===== src/rtl/boot_seq_pkg.sv =====
package boot_seq_pkg;
    localparam int PG_W = 8;
    localparam int WORD_W = 16;
    localparam logic [WORD_W-1:0] CMD_WARM_RST = 16'h00F0;
    localparam logic [WORD_W-1:0] CMD_READ_ID  = 16'h0090;
    localparam logic [WORD_W-1:0] CMD_LOAD_ARM = 16'h00E0;
    localparam logic [WORD_W-1:0] CMD_LOAD_GO  = 16'h0000;

    typedef enum logic [1:0] {
        ST_IDLE   = 2'd0,
        ST_ARMED  = 2'd1,
        ST_ID_DEV = 2'd2,
        ST_ID_WP  = 2'd3
    } seq_state_t;
endpackage


===== src/rtl/boot_win_decode.sv =====
module boot_win_decode #(
    parameter int ADDR_W = 16,
    parameter logic [ADDR_W-1:0] LO_BASE = 16'h0000,
    parameter logic [ADDR_W-1:0] LO_LAST = 16'h01FF,
    parameter logic [ADDR_W-1:0] HI_BASE = 16'h8000,
    parameter logic [ADDR_W-1:0] HI_LAST = 16'h800F
) (
    input  logic              wr_en,
    input  logic [ADDR_W-1:0] wr_addr,
    output logic              hit
);
    logic in_lo;
    logic in_hi;

    generate
        if (LO_BASE == '0) begin : g_lo_zero
            assign in_lo = (wr_addr <= LO_LAST);
        end else begin : g_lo_range
            assign in_lo = (wr_addr >= LO_BASE) && (wr_addr <= LO_LAST);
        end
    endgenerate

    assign in_hi = (wr_addr >= HI_BASE) && (wr_addr <= HI_LAST);
    assign hit   = wr_en && (in_lo || in_hi);
endmodule


===== src/rtl/boot_sector_calc.sv =====
module boot_sector_calc #(
    parameter int BLK_W  = 12,
    parameter int EBLK_W = 14,
    parameter logic [EBLK_W-1:0] DENS_MASK = 14'h1000,
    localparam int SEC_W = EBLK_W + 8
) (
    input  logic [7:0]       page,
    input  logic [BLK_W-1:0] blk_num,
    input  logic             blk_upper,
    output logic [SEC_W-1:0] sector
);
    logic [EBLK_W-1:0] eff_blk;
    logic [EBLK_W+5:0] inner;

    always_comb begin
        eff_blk = {{(EBLK_W-BLK_W){1'b0}}, blk_num};
        if (blk_upper) begin
            eff_blk = eff_blk | DENS_MASK;
        end
        inner  = (EBLK_W+6)'(page[7:2]) + {eff_blk, 6'b0};
        sector = SEC_W'(page[1:0]) + {inner, 2'b00};
    end
endmodule


===== src/rtl/boot_page_reg.sv =====
module boot_page_reg #(
    parameter int PG_W = 8,
    parameter int STEP = 4
) (
    input  logic            clk,
    input  logic            rst_n,
    input  logic            clr,
    input  logic            step,
    input  logic            we,
    input  logic [PG_W-1:0] wdata,
    output logic [PG_W-1:0] q
);
    always_ff @(posedge clk or negedge rst_n) begin
        if (!rst_n) begin
            q <= '0;
        end else if (clr) begin
            q <= '0;
        end else if (step) begin
            q <= q + PG_W'(STEP);
        end else if (we) begin
            q <= wdata;
        end
    end

    // a page advance adds one page and wraps
    p_page_step_r6: assert property (@(posedge clk) disable iff (!rst_n)
        (step && !clr) |=> (q == PG_W'($past(q) + PG_W'(STEP))));

    // a warm reset clears the page register
    p_page_clr_r2: assert property (@(posedge clk) disable iff (!rst_n)
        clr |=> (q == '0));
endmodule


===== src/rtl/boot_cmd_seq.sv =====
module boot_cmd_seq
    import boot_seq_pkg::*;
#(
    parameter int BLK_W  = 12,
    parameter int EBLK_W = 14,
    parameter logic [EBLK_W-1:0] DENS_MASK = 14'h1000,
    parameter int SECT_PER_LOAD = 4,
    localparam int SEC_W = EBLK_W + 8
) (
    input  logic              clk,
    input  logic              rst_n,
    input  logic              wr_en,
    input  logic [15:0]       wr_addr,
    input  logic [15:0]       wr_data,
    input  logic [BLK_W-1:0]  blk_num,
    input  logic              blk_upper,
    input  logic              page_we,
    input  logic [7:0]        page_wdata,
    input  logic [7:0]        mfr_id,
    input  logic [7:0]        dev_id,
    input  logic [7:0]        wp_low,
    output logic [7:0]        page_addr,
    output logic              busy,
    output logic              warm_rst_req,
    output logic              load_req,
    output logic [SEC_W-1:0]  load_sector,
    output logic [2:0]        load_count,
    output logic              bbuf_we,
    output logic [1:0]        bbuf_idx,
    output logic [15:0]       bbuf_wdata
);
    seq_state_t state;
    seq_state_t state_nx;
    logic       hit;
    logic       go_rst;
    logic       go_id;
    logic       go_load;
    logic [SEC_W-1:0] sec_now;

    boot_win_decode u_dec (
        .wr_en   (wr_en),
        .wr_addr (wr_addr),
        .hit     (hit)
    );

    boot_sector_calc #(
        .BLK_W     (BLK_W),
        .EBLK_W    (EBLK_W),
        .DENS_MASK (DENS_MASK)
    ) u_sec (
        .page      (page_addr),
        .blk_num   (blk_num),
        .blk_upper (blk_upper),
        .sector    (sec_now)
    );

    boot_page_reg #(
        .PG_W (PG_W),
        .STEP (SECT_PER_LOAD)
    ) u_page (
        .clk   (clk),
        .rst_n (rst_n),
        .clr   (go_rst),
        .step  (go_load),
        .we    (page_we),
        .wdata (page_wdata),
        .q     (page_addr)
    );

    assign go_rst  = (state == ST_IDLE)  && hit && (wr_data == CMD_WARM_RST);
    assign go_id   = (state == ST_IDLE)  && hit && (wr_data == CMD_READ_ID);
    assign go_load = (state == ST_ARMED) && hit && (wr_data == CMD_LOAD_GO);
    assign busy    = (state == ST_ID_DEV) || (state == ST_ID_WP);
    assign load_count = 3'(SECT_PER_LOAD);

    // next-state decision
    always_comb begin
        state_nx = state;
        unique case (state)
            ST_IDLE: begin
                if (hit) begin
                    if (wr_data == CMD_READ_ID) begin
                        state_nx = ST_ID_DEV;
                    end else if (wr_data == CMD_LOAD_ARM) begin
                        state_nx = ST_ARMED;
                    end
                end
            end
            ST_ARMED: begin
                if (hit) begin
                    state_nx = ST_IDLE;
                end
            end
            ST_ID_DEV: state_nx = ST_ID_WP;
            ST_ID_WP:  state_nx = ST_IDLE;
        endcase
    end

    // state register
    always_ff @(posedge clk or negedge rst_n) begin
        if (!rst_n) begin
            state <= ST_IDLE;
        end else begin
            state <= state_nx;
        end
    end

    // registered outputs
    always_ff @(posedge clk or negedge rst_n) begin
        if (!rst_n) begin
            warm_rst_req <= 1'b0;
            load_req     <= 1'b0;
            load_sector  <= '0;
            bbuf_we      <= 1'b0;
            bbuf_idx     <= 2'd0;
            bbuf_wdata   <= 16'h0000;
        end else begin
            warm_rst_req <= 1'b0;
            load_req     <= 1'b0;
            bbuf_we      <= 1'b0;
            unique case (state)
                ST_IDLE: begin
                    if (go_rst) begin
                        warm_rst_req <= 1'b1;
                    end
                    if (go_id) begin
                        bbuf_we    <= 1'b1;
                        bbuf_idx   <= 2'd0;
                        bbuf_wdata <= {8'h00, mfr_id};
                    end
                end
                ST_ARMED: begin
                    if (go_load) begin
                        load_req    <= 1'b1;
                        load_sector <= sec_now;
                    end
                end
                ST_ID_DEV: begin
                    bbuf_we    <= 1'b1;
                    bbuf_idx   <= 2'd1;
                    bbuf_wdata <= {8'h00, dev_id};
                end
                ST_ID_WP: begin
                    bbuf_we    <= 1'b1;
                    bbuf_idx   <= 2'd2;
                    bbuf_wdata <= {8'h00, wp_low};
                end
            endcase
        end
    end

    // reset request is a single-cycle pulse
    p_rst_pulse_r2: assert property (@(posedge clk) disable iff (!rst_n)
        warm_rst_req |=> !warm_rst_req);

    // load request is a single-cycle pulse with a fixed count
    p_load_pulse_r10: assert property (@(posedge clk) disable iff (!rst_n)
        load_req |=> !load_req);

    // a load only follows the armed state
    p_load_armed_r3: assert property (@(posedge clk) disable iff (!rst_n)
        load_req |-> ($past(state) == ST_ARMED));

    // the page moves one page on with the load pulse
    p_load_page_r6: assert property (@(posedge clk) disable iff (!rst_n)
        load_req |-> (page_addr == 8'($past(page_addr) + 8'd4)));

    // identification words come out in order 0, 1, 2
    p_id_first_r7: assert property (@(posedge clk) disable iff (!rst_n)
        (bbuf_we && bbuf_idx == 2'd0) |=> (bbuf_we && bbuf_idx == 2'd1));
    p_id_second_r7: assert property (@(posedge clk) disable iff (!rst_n)
        (bbuf_we && bbuf_idx == 2'd1) |=> (bbuf_we && bbuf_idx == 2'd2));
    p_id_done_r7: assert property (@(posedge clk) disable iff (!rst_n)
        (bbuf_we && bbuf_idx == 2'd2) |=> !bbuf_we);

    // at most one action per cycle; busy blocks requests
    p_one_event_r9: assert property (@(posedge clk) disable iff (!rst_n)
        $onehot0({warm_rst_req, load_req, bbuf_we}));
    p_busy_quiet_r9: assert property (@(posedge clk) disable iff (!rst_n)
        busy |=> (!warm_rst_req && !load_req));
endmodule


===== config.mk =====
export PLATFORM = sky130hd
export DESIGN_NAME = boot_cmd_seq
export DESIGN_NICKNAME = d
export VERILOG_FILES = /design/src/rtl/boot_seq_pkg.sv /design/src/rtl/boot_win_decode.sv /design/src/rtl/boot_sector_calc.sv /design/src/rtl/boot_page_reg.sv /design/src/rtl/boot_cmd_seq.sv
export SDC_FILE = /design/constraint.sdc
export NUM_CORES = 1
export LEC_CHECK = 0
export CORE_ASPECT_RATIO = 1.1
export CORE_MARGIN = 2
export CORE_UTILIZATION = 37
export DETAILED_ROUTE_END_ITERATION = 7
export PLACE_DENSITY = 0.81
export SKIP_CTS_REPAIR_TIMING = 1
export SLEW_MARGIN = 5
export SYNTH_ARGS = -nofsm -noshare
export SYNTH_HDL_FRONTEND = slang
export SYNTH_SLANG_ARGS = --single-unit
export TNS_END_PERCENT = 5

===== constraint.sdc =====
create_clock -name clk -period 2.2 [get_ports clk]
set_input_delay 0.44 -clock clk [delete_from_list [all_inputs] [get_ports clk]]
set_output_delay 0.44 -clock clk [all_outputs]
set_load 0.05 [all_outputs]

==> metrics.md, run 1 <==
| Metric | Value |
|---|---|
| Placer congestion estimate | between 0.8 and 0.9 |
| Post-synthesis async set-or-reset flop share | between 90% and 100% |
| Post-DRT Antenna Nets | 0 |
| Worst setup SP type | input pin |
| Drt first pass iters | 4 |
| Die Ht | roughly 84 um |
| Crit path capture type | register |
| Largest net degree at the start of global routing | 34 |
| H-tree levels | 2 |
| Number of diodes | 0 |
| Fin crit share | 103% |
| Deepest clock path buffer count | 2 |
| Worst slack at placement | -0.484 ns |
| Fin crit period | ~2.3 ns |
| Outcome | finished, violations left |
| Max-slew violations | 0 |
| Max Freq | between 0.4 and 0.5 GHz |
| CP Data Arrival Time | ~2.4 ns |
| Worst IR drop on VDD | around 0.33 mV |
| Cell leakage power | between 0.0015 and 0.002 uW |
| Clock sink count | 44 |
| Die width | between 70 and 80 um |
| Die ar. | 6520 sq um |
| Clk pin slew, worst setup/hold paths | 0.08 ns |
| Core Util, Final | between 60 and 70% |
| MaxCap Viol Count | 0 |
| Drt wl/cell | ~15 um |
| Overflow after GRT | 0 |
| Synth Instances | between 200 and 250 |
| Register area share after synthesis | approximately half |
| HPWL after DPL | between 4 and 5 mm |
| Vias in the first global route | between 2000 and 2500 |
| Worst Tran Pin Value | between 0.5 and 0.6 ns |
| Critical Setup Path Class | input pin to register |
| Share of layout cells above drive strength 1 | a little over an eighth |
| Most frequent cell after synthesis | nand2_1 |
| Fin. Hold Viols | 0 |
| Core region area | ~5700 sq um |
| CTS tree | yes |
| Critical R2R Launch | state[1] |
| DRC | 0 |
| Starting DRT DRC Count | between 70 and 80 |
| CTS Buf Count | 5 |
| First-pass GRT wire length | between 9 and 10 mm |
| Net count, final | 448 |
| Port bufs | roughly 120 |
| CP max FO | 5 |
| Area growth from synthesis to layout | 69.5% |
| Top post-synthesis cells by area | dfrtp_1 (51%), nand2_1 (11%), mux2i_1 (4.1%) |
| Netlist cell types | 34 |
| IO Count | between 100 and 150 |
| Initial Utilization | roughly two fifths |
| Setup-failing EPs final | 8 |
| Slew margin rel. | a little over three fifths |
| CTS root buf | clkbuf_8 |
| Drt total wl | between 6 and 7 mm |
| RSZ-0062 raised after global routing | yes |
| Setup ws final | -0.0569 ns |
| EDFF count, synth | 0 |
| Worst hold-check path type | input pin to asynchronous set/reset pin |
| Most instantiated cells after synthesis | nand2_1 (65), dfrtp_1 (44), nor2_1 (15) |
| Cell Pwr Density | around 560 nW/um^2 |
| Setup skew after layout | slightly above 0.01 ns |
| CP Launch Point | wr_data[0] |
| Post-synth top area share | roughly 51% |
| Cell taking the most area after synthesis | dfrtp_1 |
| Core Rows | 29 |
| Total track usage | a little under a fifth |
| WP data required | ~2.4 ns |
| Synth Area per Inst | approximately 9.2 sq um |
| Hold slack | around 0.13 ns |
| Routed vias | between 2000 and 2500 |
| Clk_lat worst skew | slightly below 0.3 ns |
| Synth warn | 0 |
| Initial antenna violation count | 0 |
| Violated checks | negative setup slack |
| Ys flop type | dfrtp_1 |
| Via density | 4.76 |
| #FFs+latches synth | between 40 and 50 |
| Post-Syn Area | around 2200 sq um |
-- state kept, by name, indices dropped and copies added, names as in the netlist --
| name | flops |
|---|---|
| bbuf_wdata | 8 |
| load_req | 1 |
| state | 2 |
| warm_rst_req | 1 |
| load_sector | 21 |
| bbuf_we | 1 |
| u_page.q | 8 |
| bbuf_idx | 2 |
-- kinds of logic (layout without fill, tap and decap cells) --
kind of cell	count (synthesis)	after routing	share of synthesized area, %
DFF	44	44	50.5
AOI/OAI and AO/OA	30	30	8.38
buffers and inverters	28	147	7.06
and+or+nand+nor	116	116	24.9
other	2	12	0.345
adders and majority gates	1	1	0.574
muxes	17	17	8.27
-- final timing paths --
kind                                        end  slack (ns)  depth (start not counted)
worst max-delay path              bbuf_wdata[4]       -0.06                          7
worst min-delay path            load_sector[15]        0.13                          1
worst max register to register      u_page.q[3]        0.46                          7
worst min register to register  load_sector[13]        0.47                          2
max in group asynchronous           u_page.q[7]        1.38                          2
min in group clk                load_sector[13]        0.47                          2
-- area by class of cell --
class,count,area [sq um]
fill,507,2040
multi-input combinational,176,1030
clock buffer,6,72.6
inverter,4,15.0
tap,77,96.3
clock inverter,2,35.0
sequential,44,1100
timing repair buffer,135,1340
-- where the power goes --
part	switching [uW]	internal (uW)	leakage (uW)
registers	36.4	849	0.000576
logic	314	254	0.00107
clock network	263	337	0.0000552
total	613	1440	0.00170
-- stage by stage --
stage	setup TNS, ns	cells	area (sq um)	power, uW
after CTS	-2.05	441	3580	2050
after floorplan	-0.553	248	2220	1200
after global routing	-0.689	444	3690	2150
after detailed placement	-14.06	433	3470	1450
final	-0.265	444	3690	2050
after global placement	-13.24	433	3470	1440
-- routing by layer --
| metal | track usage, % | vias up | part of all wire, % |
|---|---|---|---|
| met5 | 0 | - | 0 |
| met3 | 5.91 | 4 | 6.1 |
| met1 | 22.3 | 1001 | 41 |
| li1 | - | 1032 | - |
| met2 | 34.5 | 78 | 53 |
| met4 | 4.38 | 0 | 0.43 |
-- cell usage in the layout, fill, tap and decap left out, types with 2 or more instances in the layout --
master	synthesis	final
dfrtp_1	44	44
o22ai_1	2	2
a211oi_1	3	3
nor4_2	1	3
or2_2	2	2
a21oi_1	11	11
dlymetal6s2s_1	0	6
nor3_1	2	2
nand2_1	65	65
conb_1	2	12
nand3_1	13	13
clkbuf_8	0	5
inv_1	4	4
mux2i_1	9	9
and2_1	5	5
clkbuf_2	0	2
mux2_4	0	7
clkdlybuf4s50_1	0	108
nor2b_1	2	2
buf_4	12	15
a31oi_1	5	5
nor2_1	15	15
o21ai_0	7	7
-- worst max-delay path, cell delays in order --
cell	delay, ns
clkdlybuf4s50_1	0.41
nor4_1	0.35
and3_4	0.26
nand4_4	0.12
o31ai_4	0.35
clkbuf_16	0.21
mux2_4	0.29
(Power assumes the default switching activity.)
==> run 2, diff against run 1 <==
HOLD_SLACK_MARGIN = 0.06   (was not set)
PLACE_DENSITY = 0.78   (was 0.81)
==> metrics.md, run 2 (same netlist as run 1, synthesis figures left out) <==
| Metric | Value |
|---|---|
| Fin crit share | 101% (was 103%) |
| Slew margin rel. | 63.8% (was 63.0%) |
| Setup skew after layout | 0.00572 ns (was 0.0101 ns) |
| IO Count | 136 (unchanged) |
| Cell leakage power | 0.00171 uW (was 0.00170 uW) |
| Core region area | 5730 sq um (unchanged) |
| CP Launch Point | wr_addr[9] (was wr_data[0]) |
| Area growth from synthesis to layout | 71.1% (was 69.5%) |
| Worst hold-check path type | input pin to asynchronous set/reset pin (unchanged) |
| Setup-failing EPs final | 3 (was 8) |
| Switching pwr | 604 uW (was 613 uW) |
| Largest Register | load_sector (unchanged) |
| Starting DRT DRC Count | 28 (was 73) |
| Max FFs per register | 21 (unchanged) |
| Via density | 4.65 (was 4.76) |
| Regs by FF count | load_sector: 21 flops, bbuf_wdata: 8 flops, u_page.q: 8 flops (unchanged) |
| Path depth of the worst reg2reg path | 7 (unchanged) |
| Critical R2R Launch | state[1] (unchanged) |
| Routed vias | 2073 (was 2115) |
| Setup ws final | -0.0269 ns (was -0.0569 ns) |
| Max Freq | 0.449 GHz (was 0.443 GHz) |
| Share of layout cells above drive strength 1 | 13.6% (was 13.1%) |
| WP data required | 2.38 ns (about the same) |
| Worst Tran Pin Value | 0.541 ns (was 0.554 ns) |
| Die Ht | 84.5 um (unchanged) |
| Die width | 77.2 um (unchanged) |
| Worst setup SP type | input pin (unchanged) |
| Most common cell after layout, fill and taps aside | clkdlybuf4s50_1 (unchanged) |
| Core Rows | 29 (unchanged) |
| Total negative slack | -0.0711 ns (was -0.265 ns) |
| Critical Setup Path Class | input pin to register (unchanged) |
| Placed Cells | 435 (was 433) |
| Post-DRT Antenna Nets | 0 (unchanged) |
| Port bufs | 119 (unchanged) |
| Drt first pass iters | 4 (unchanged) |
| Commonest non-fill, non-tap cells in the layout | clkdlybuf4s50_1 (108), nand2_1 (65), dfrtp_1 (44), nor2_1 (15), buf_4 (14) (was clkdlybuf4s50_1 (108), nand2_1 (65), dfrtp_1 (44), nor2_1 (15), buf_4 (15)) |
| Number of diodes | 0 (unchanged) |
| Worst IR drop on VDD | 0.387 mV (was 0.332 mV) |
| Initial Utilization | 38.0% (unchanged) |
| Clock sink count | 44 (unchanged) |
| Largest net degree at the start of global routing | 34 (unchanged) |
| Drt total wl | 6.19 mm (was 6.45 mm) |
| Overflow after GRT | 0 (unchanged) |
| CTS Buf Count | 5 (unchanged) |
| Pint | 1330 uW (was 1440 uW) |
| RSZ-0062 raised after global routing | yes (unchanged) |
| HPWL after DPL | 4.54 mm (was 4.82 mm) |
| Vias in the first global route | 2095 (was 2098) |
| Core Util, Final | 65.0% (was 64.4%) |
| Clk pin slew, worst setup/hold paths | 0.08 ns (about the same) |
| Worst slack at placement | -0.457 ns (was -0.484 ns) |
| Fin crit period | 2.23 ns (was 2.26 ns) |
| Placer congestion estimate | 0.764 (was 0.831) |
| R2R Setup Slk | 0.40 ns (was 0.46 ns) |
| CTS root buf | clkbuf_8 (unchanged) |
| H-tree levels | 2 (unchanged) |
| Layout Cells excl Fill | 446 (was 444) |
| Crit path capture type | register (unchanged) |
| Clock Power Share | 25.2% (was 29.2%) |
| CTS tree | yes (unchanged) |
| CP Data Arrival Time | 2.41 ns (was 2.43 ns) |
| Outcome | finished, violations left (unchanged) |
| Fin. Hold Viols | 0 (unchanged) |
| Drt wl/cell | 13.9 um (was 14.5 um) |
| Worst setup path end | bbuf_wdata[4] (unchanged) |
| Deepest clock path buffer count | 2 (unchanged) |
| Power, Total | 1930 uW (was 2050 uW) |
| RR Endpoint | u_page.q[2] (was u_page.q[3]) |
| Logic pwr share | 29.0% (was 27.6%) |
| Violated checks | negative setup slack (unchanged) |
| Net count, final | 450 (was 448) |
| CP max FO | 5 (unchanged) |
| Initial antenna violation count | 0 (unchanged) |
| First-pass GRT wire length | 9.92 mm (was 9.99 mm) |
| Seq pwr share | 45.8% (was 43.1%) |
| MaxCap Viol Count | 0 (unchanged) |
| Clk_lat worst skew | 0.29 ns (about the same) |
| Total track usage | 18.7% (was 19.2%) |
| Cell Pwr Density | 518 nW/um^2 (was 556 nW/um^2) |
| Switching Fraction | 31.3% (was 29.9%) |
| DRC | 0 (unchanged) |
| Max-slew violations | 0 (unchanged) |
| Die ar. | 6520 sq um (unchanged) |
==> run 2: per-layer routing <==
| metal | up-vias | track usage, % | wire [um] | part of all wire (%) |
|---|---|---|---|---|
| li1 | 1032 | - | - | - |
| met1 | 959 | 23.5 | 2580 | 42 |
| met2 | 70 | 32.1 | 3160 | 51 |
| met3 | 12 | 5.16 | 363 | 5.9 |
| met4 | 0 | 4.38 | 92 | 1.5 |
| met5 | - | 0 | 0 | 0 |
==> run 2: through the flow <==
step	cell area, sq um	hold slack [ns]
after floorplan	2220	0.144
after global placement	3510	0.425
after detailed placement	3510	0.425
after CTS	3590	0.103
after global routing	3730	0.117
final	3730	0.0949
==> run 2: worst max-delay path, stage by stage <==
cell	delay, ns
clkbuf_2	0.08
or4b_4	0.53
nor4_4	0.33
nand4_4	0.15
o31ai_4	0.36
clkbuf_16	0.22
mux2_4	0.29
==> run 2: power by group through the flow <==
stage / clock network, uW / registers (uW) / logic [uW]
final: 487 / 886 / 560
after global routing: 545 / 894 / 594
after CTS: 511 / 884 / 545
after detailed placement: 0 / 900 / 544
after global placement: 0 / 898 / 536
after floorplan: 0 / 1030 / 165
==> run 2: worst min-delay path by stage <==
stage | cells past startpoint | to
after detailed placement | 1 | warm_rst_req
after global routing | 1 | load_sector[1]
final | 1 | load_sector[7]
after CTS | 1 | load_sector[1]
after global placement | 1 | warm_rst_req
after floorplan | 0 | bbuf_idx[0]
==> run 2: cell type report <==
cell class | count | area, sq um
inverter | 4 | 15.0
multi-input combinational | 176 | 1050
tap | 77 | 96.3
sequential | 44 | 1100
fill | 504 | 2000
clock inverter | 1 | 8.76
timing repair buffer | 137 | 1380
clock buffer | 7 | 76.3
==> run 3, diff against run 2 <==
CELL_PAD_IN_SITES_DETAIL_PLACEMENT = 1   (was not set)
CELL_PAD_IN_SITES_GLOBAL_PLACEMENT = 2   (was not set)
CORE_UTILIZATION = 20   (was 37)
SLEW_MARGIN = 20   (was 5)
==> metrics.md, run 3 (same netlist as run 1, synthesis figures left out) <==
| Metric | Value |
|---|---|
| CTS Buf Count | 5 (unchanged) |
| WP data required | 2.37 ns (was 2.38 ns) |
| Regs by FF count | load_sector: 21 flops, bbuf_wdata: 8 flops, u_page.q: 8 flops (unchanged) |
| Number of diodes | 0 (unchanged) |
| CP max stage delay | 0.54 ns (was 0.53 ns) |
| Starting DRT DRC Count | 48 (was 28) |
| Slew margin rel. | 61.7% (was 63.8%) |
| Cell Pwr Density | 561 nW/um^2 (was 518 nW/um^2) |
| HPWL after DPL | 5.62 mm (was 4.54 mm) |
| DRC | 0 (unchanged) |
| Max FFs per register | 21 (unchanged) |
| First-pass GRT wire length | 12.2 mm (was 9.92 mm) |
| Critical Setup Path Class | input pin to register (unchanged) |
| Setup ws final | -0.157 ns (was -0.0269 ns) |
| Fin crit period | 2.36 ns (was 2.23 ns) |
| Net count, final | 457 (was 450) |
| Most common cell after layout, fill and taps aside | clkdlybuf4s50_1 (unchanged) |
| Fin crit share | 107% (was 101%) |
| Clk pin slew, worst setup/hold paths | 0.06 ns (was 0.08 ns) |
| Share of layout cells above drive strength 1 | 15.7% (was 13.6%) |
| Clk_lat worst skew | 0.29 ns (about the same) |
| Commonest non-fill, non-tap cells in the layout | clkdlybuf4s50_1 (109), nand2_1 (65), dfrtp_1 (44), buf_4 (16), nor2_1 (15) (was clkdlybuf4s50_1 (108), nand2_1 (65), dfrtp_1 (44), nor2_1 (15), buf_4 (14)) |
| Core region area | 10500 sq um (was 5730 sq um) |
| Vias in the first global route | 2384 (was 2095) |
| Die width | 104 um (was 77.2 um) |
| Max-slew violations | 0 (unchanged) |
| RSZ-0062 raised after global routing | yes (unchanged) |
| Largest net degree at the start of global routing | 24 (was 34) |
| Clock sink count | 44 (unchanged) |
| CTS tree | yes (unchanged) |
| CTS root buf | clkbuf_16 (was clkbuf_8) |
| CP Data Arrival Time | 2.52 ns (was 2.41 ns) |
| Port bufs | 119 (unchanged) |
| Hold slack | 0.150 ns (was 0.0949 ns) |
| Violated checks | negative setup slack (unchanged) |
| Drt wl/cell | 14.7 um (was 13.9 um) |
| IO Count | 136 (unchanged) |
| Core Rows | 39 (was 29) |
| Setup skew after layout | 0.00947 ns (was 0.00572 ns) |
| Post-DRT Antenna Nets | 0 (unchanged) |
| CP max FO | 5 (unchanged) |
| Deepest clock path buffer count | 2 (unchanged) |
| Worst Tran Pin Value | 0.575 ns (was 0.541 ns) |
| Largest Register | load_sector (unchanged) |
| Placer congestion estimate | 0.714 (was 0.764) |
| Via density | 4.22 (was 4.65) |
| Critical-path cell with the highest stage delay | or4b_4 (unchanged) |
| Routed vias | 2192 (was 2073) |
| Total track usage | 12.6% (was 18.7%) |
| Crit path capture type | register (unchanged) |
| H-tree levels | 2 (unchanged) |
| Drt total wl | 7.64 mm (was 6.19 mm) |
| Cell Chain, Critical Path | buf_6 > or4b_4 > nor4_4 > buf_4 > nand4_4 > o31ai_4 > clkbuf_16 > mux2_4 (was clkbuf_2 > or4b_4 > nor4_4 > nand4_4 > o31ai_4 > clkbuf_16 > mux2_4) |
| Core Util, Final | 37.9% (was 65.0%) |
| Worst setup SP type | input pin (unchanged) |
| Max Freq | 0.424 GHz (was 0.449 GHz) |
| Area growth from synthesis to layout | 82.6% (was 71.1%) |
| Die Ht | 113 um (was 84.5 um) |
| Setup-failing EPs final | 9 (was 3) |
| Initial Utilization | 20.8% (was 38.0%) |
| MaxCap Viol Count | 0 (unchanged) |
| Overflow after GRT | 0 (unchanged) |
| Initial antenna violation count | 0 (unchanged) |
| Drt first pass iters | 4 (unchanged) |
| Fin. Hold Viols | 0 (unchanged) |
| Die ar. | 11800 sq um (was 6520 sq um) |
| Outcome | finished, violations left (unchanged) |
| Cell leakage power | 0.00178 uW (was 0.00171 uW) |
| Worst hold-check path type | input pin to asynchronous set/reset pin (unchanged) |
| Worst IR drop on VDD | 0.287 mV (was 0.387 mV) |
run 3: changes by cell type in the layout (fill, tap and decap cells not counted), moves of 2 or more:
cell	previous run	this run
clkbuf_16	1	7
clkbuf_8	5	1
buf_6	0	3
buf_4	14	16
clkbuf_1	2	0
clkinvlp_4	0	2
run 3: worst paths after layout:
check	to	start	cells past startpoint	slack, ns
worst max register to register	u_page.q[2]	state[1]	8	0.28
worst max-delay path	bbuf_wdata[3]	wr_addr[9]	8	-0.16
max in group asynchronous	u_page.q[2]	rst_n	2	1.53
worst min-delay path	bbuf_idx[1]	rst_n	1	0.15
worst min register to register	load_sector[19]	load_sector[19]	2	0.47
min in group clk	load_sector[19]	load_sector[19]	2	0.47
run 3: report_power, final:
| group | switching (uW) | total [uW] | internal, uW |
|---|---|---|---|
| sequential | 33.1 | 883 | 850 |
| combinational | 320 | 583 | 263 |
| clock | 313 | 765 | 452 |
| total | 666 | 2230 | 1560 |
run 3: final cells by class:
type,instances,area (sq um)
Sequential cell,44,1100
Inverter,4,15.0
Clock buffer,6,139
Clock inverter,2,15.0
Timing Repair Buffer,144,1480
Fill cell,1181,6510
Multi-Input combinational cell,176,1050
Tap cell,143,179
run 3: layer usage:
metal | GRT usage (%) | routed length [um] | vias to the layer above
li1 | - | - | 1048
met1 | 14.9 | 3170 | 1067
met2 | 22.3 | 3920 | 69
met3 | 3.77 | 459 | 8
met4 | 3.78 | 90 | 0
met5 | 0 | 0 | -
run 3: stage by stage:
| stage | power, uW | instance area, sq um | instances | TNS (ns) | worst slack [ns] |
|---|---|---|---|---|---|
| floorplan | 1200 | 2220 | 248 | -0.553 | -0.0691 |
| global placement | 1450 | 3610 | 502 | -15.51 | -0.463 |
| detailed placement | 1460 | 3610 | 502 | -17.17 | -0.490 |
| CTS | 2250 | 3760 | 510 | -4.62 | -0.187 |
| global route | 2350 | 3980 | 519 | -2.19 | -0.223 |
| finish | 2230 | 3980 | 519 | -1.03 | -0.157 |
run 3: critical path, delay by kind of cell:
family          cells  cell delay [ns]
buf+inv             3             0.48
simple gates        3             0.96
compound gates      1             0.36
mux                 1             0.29
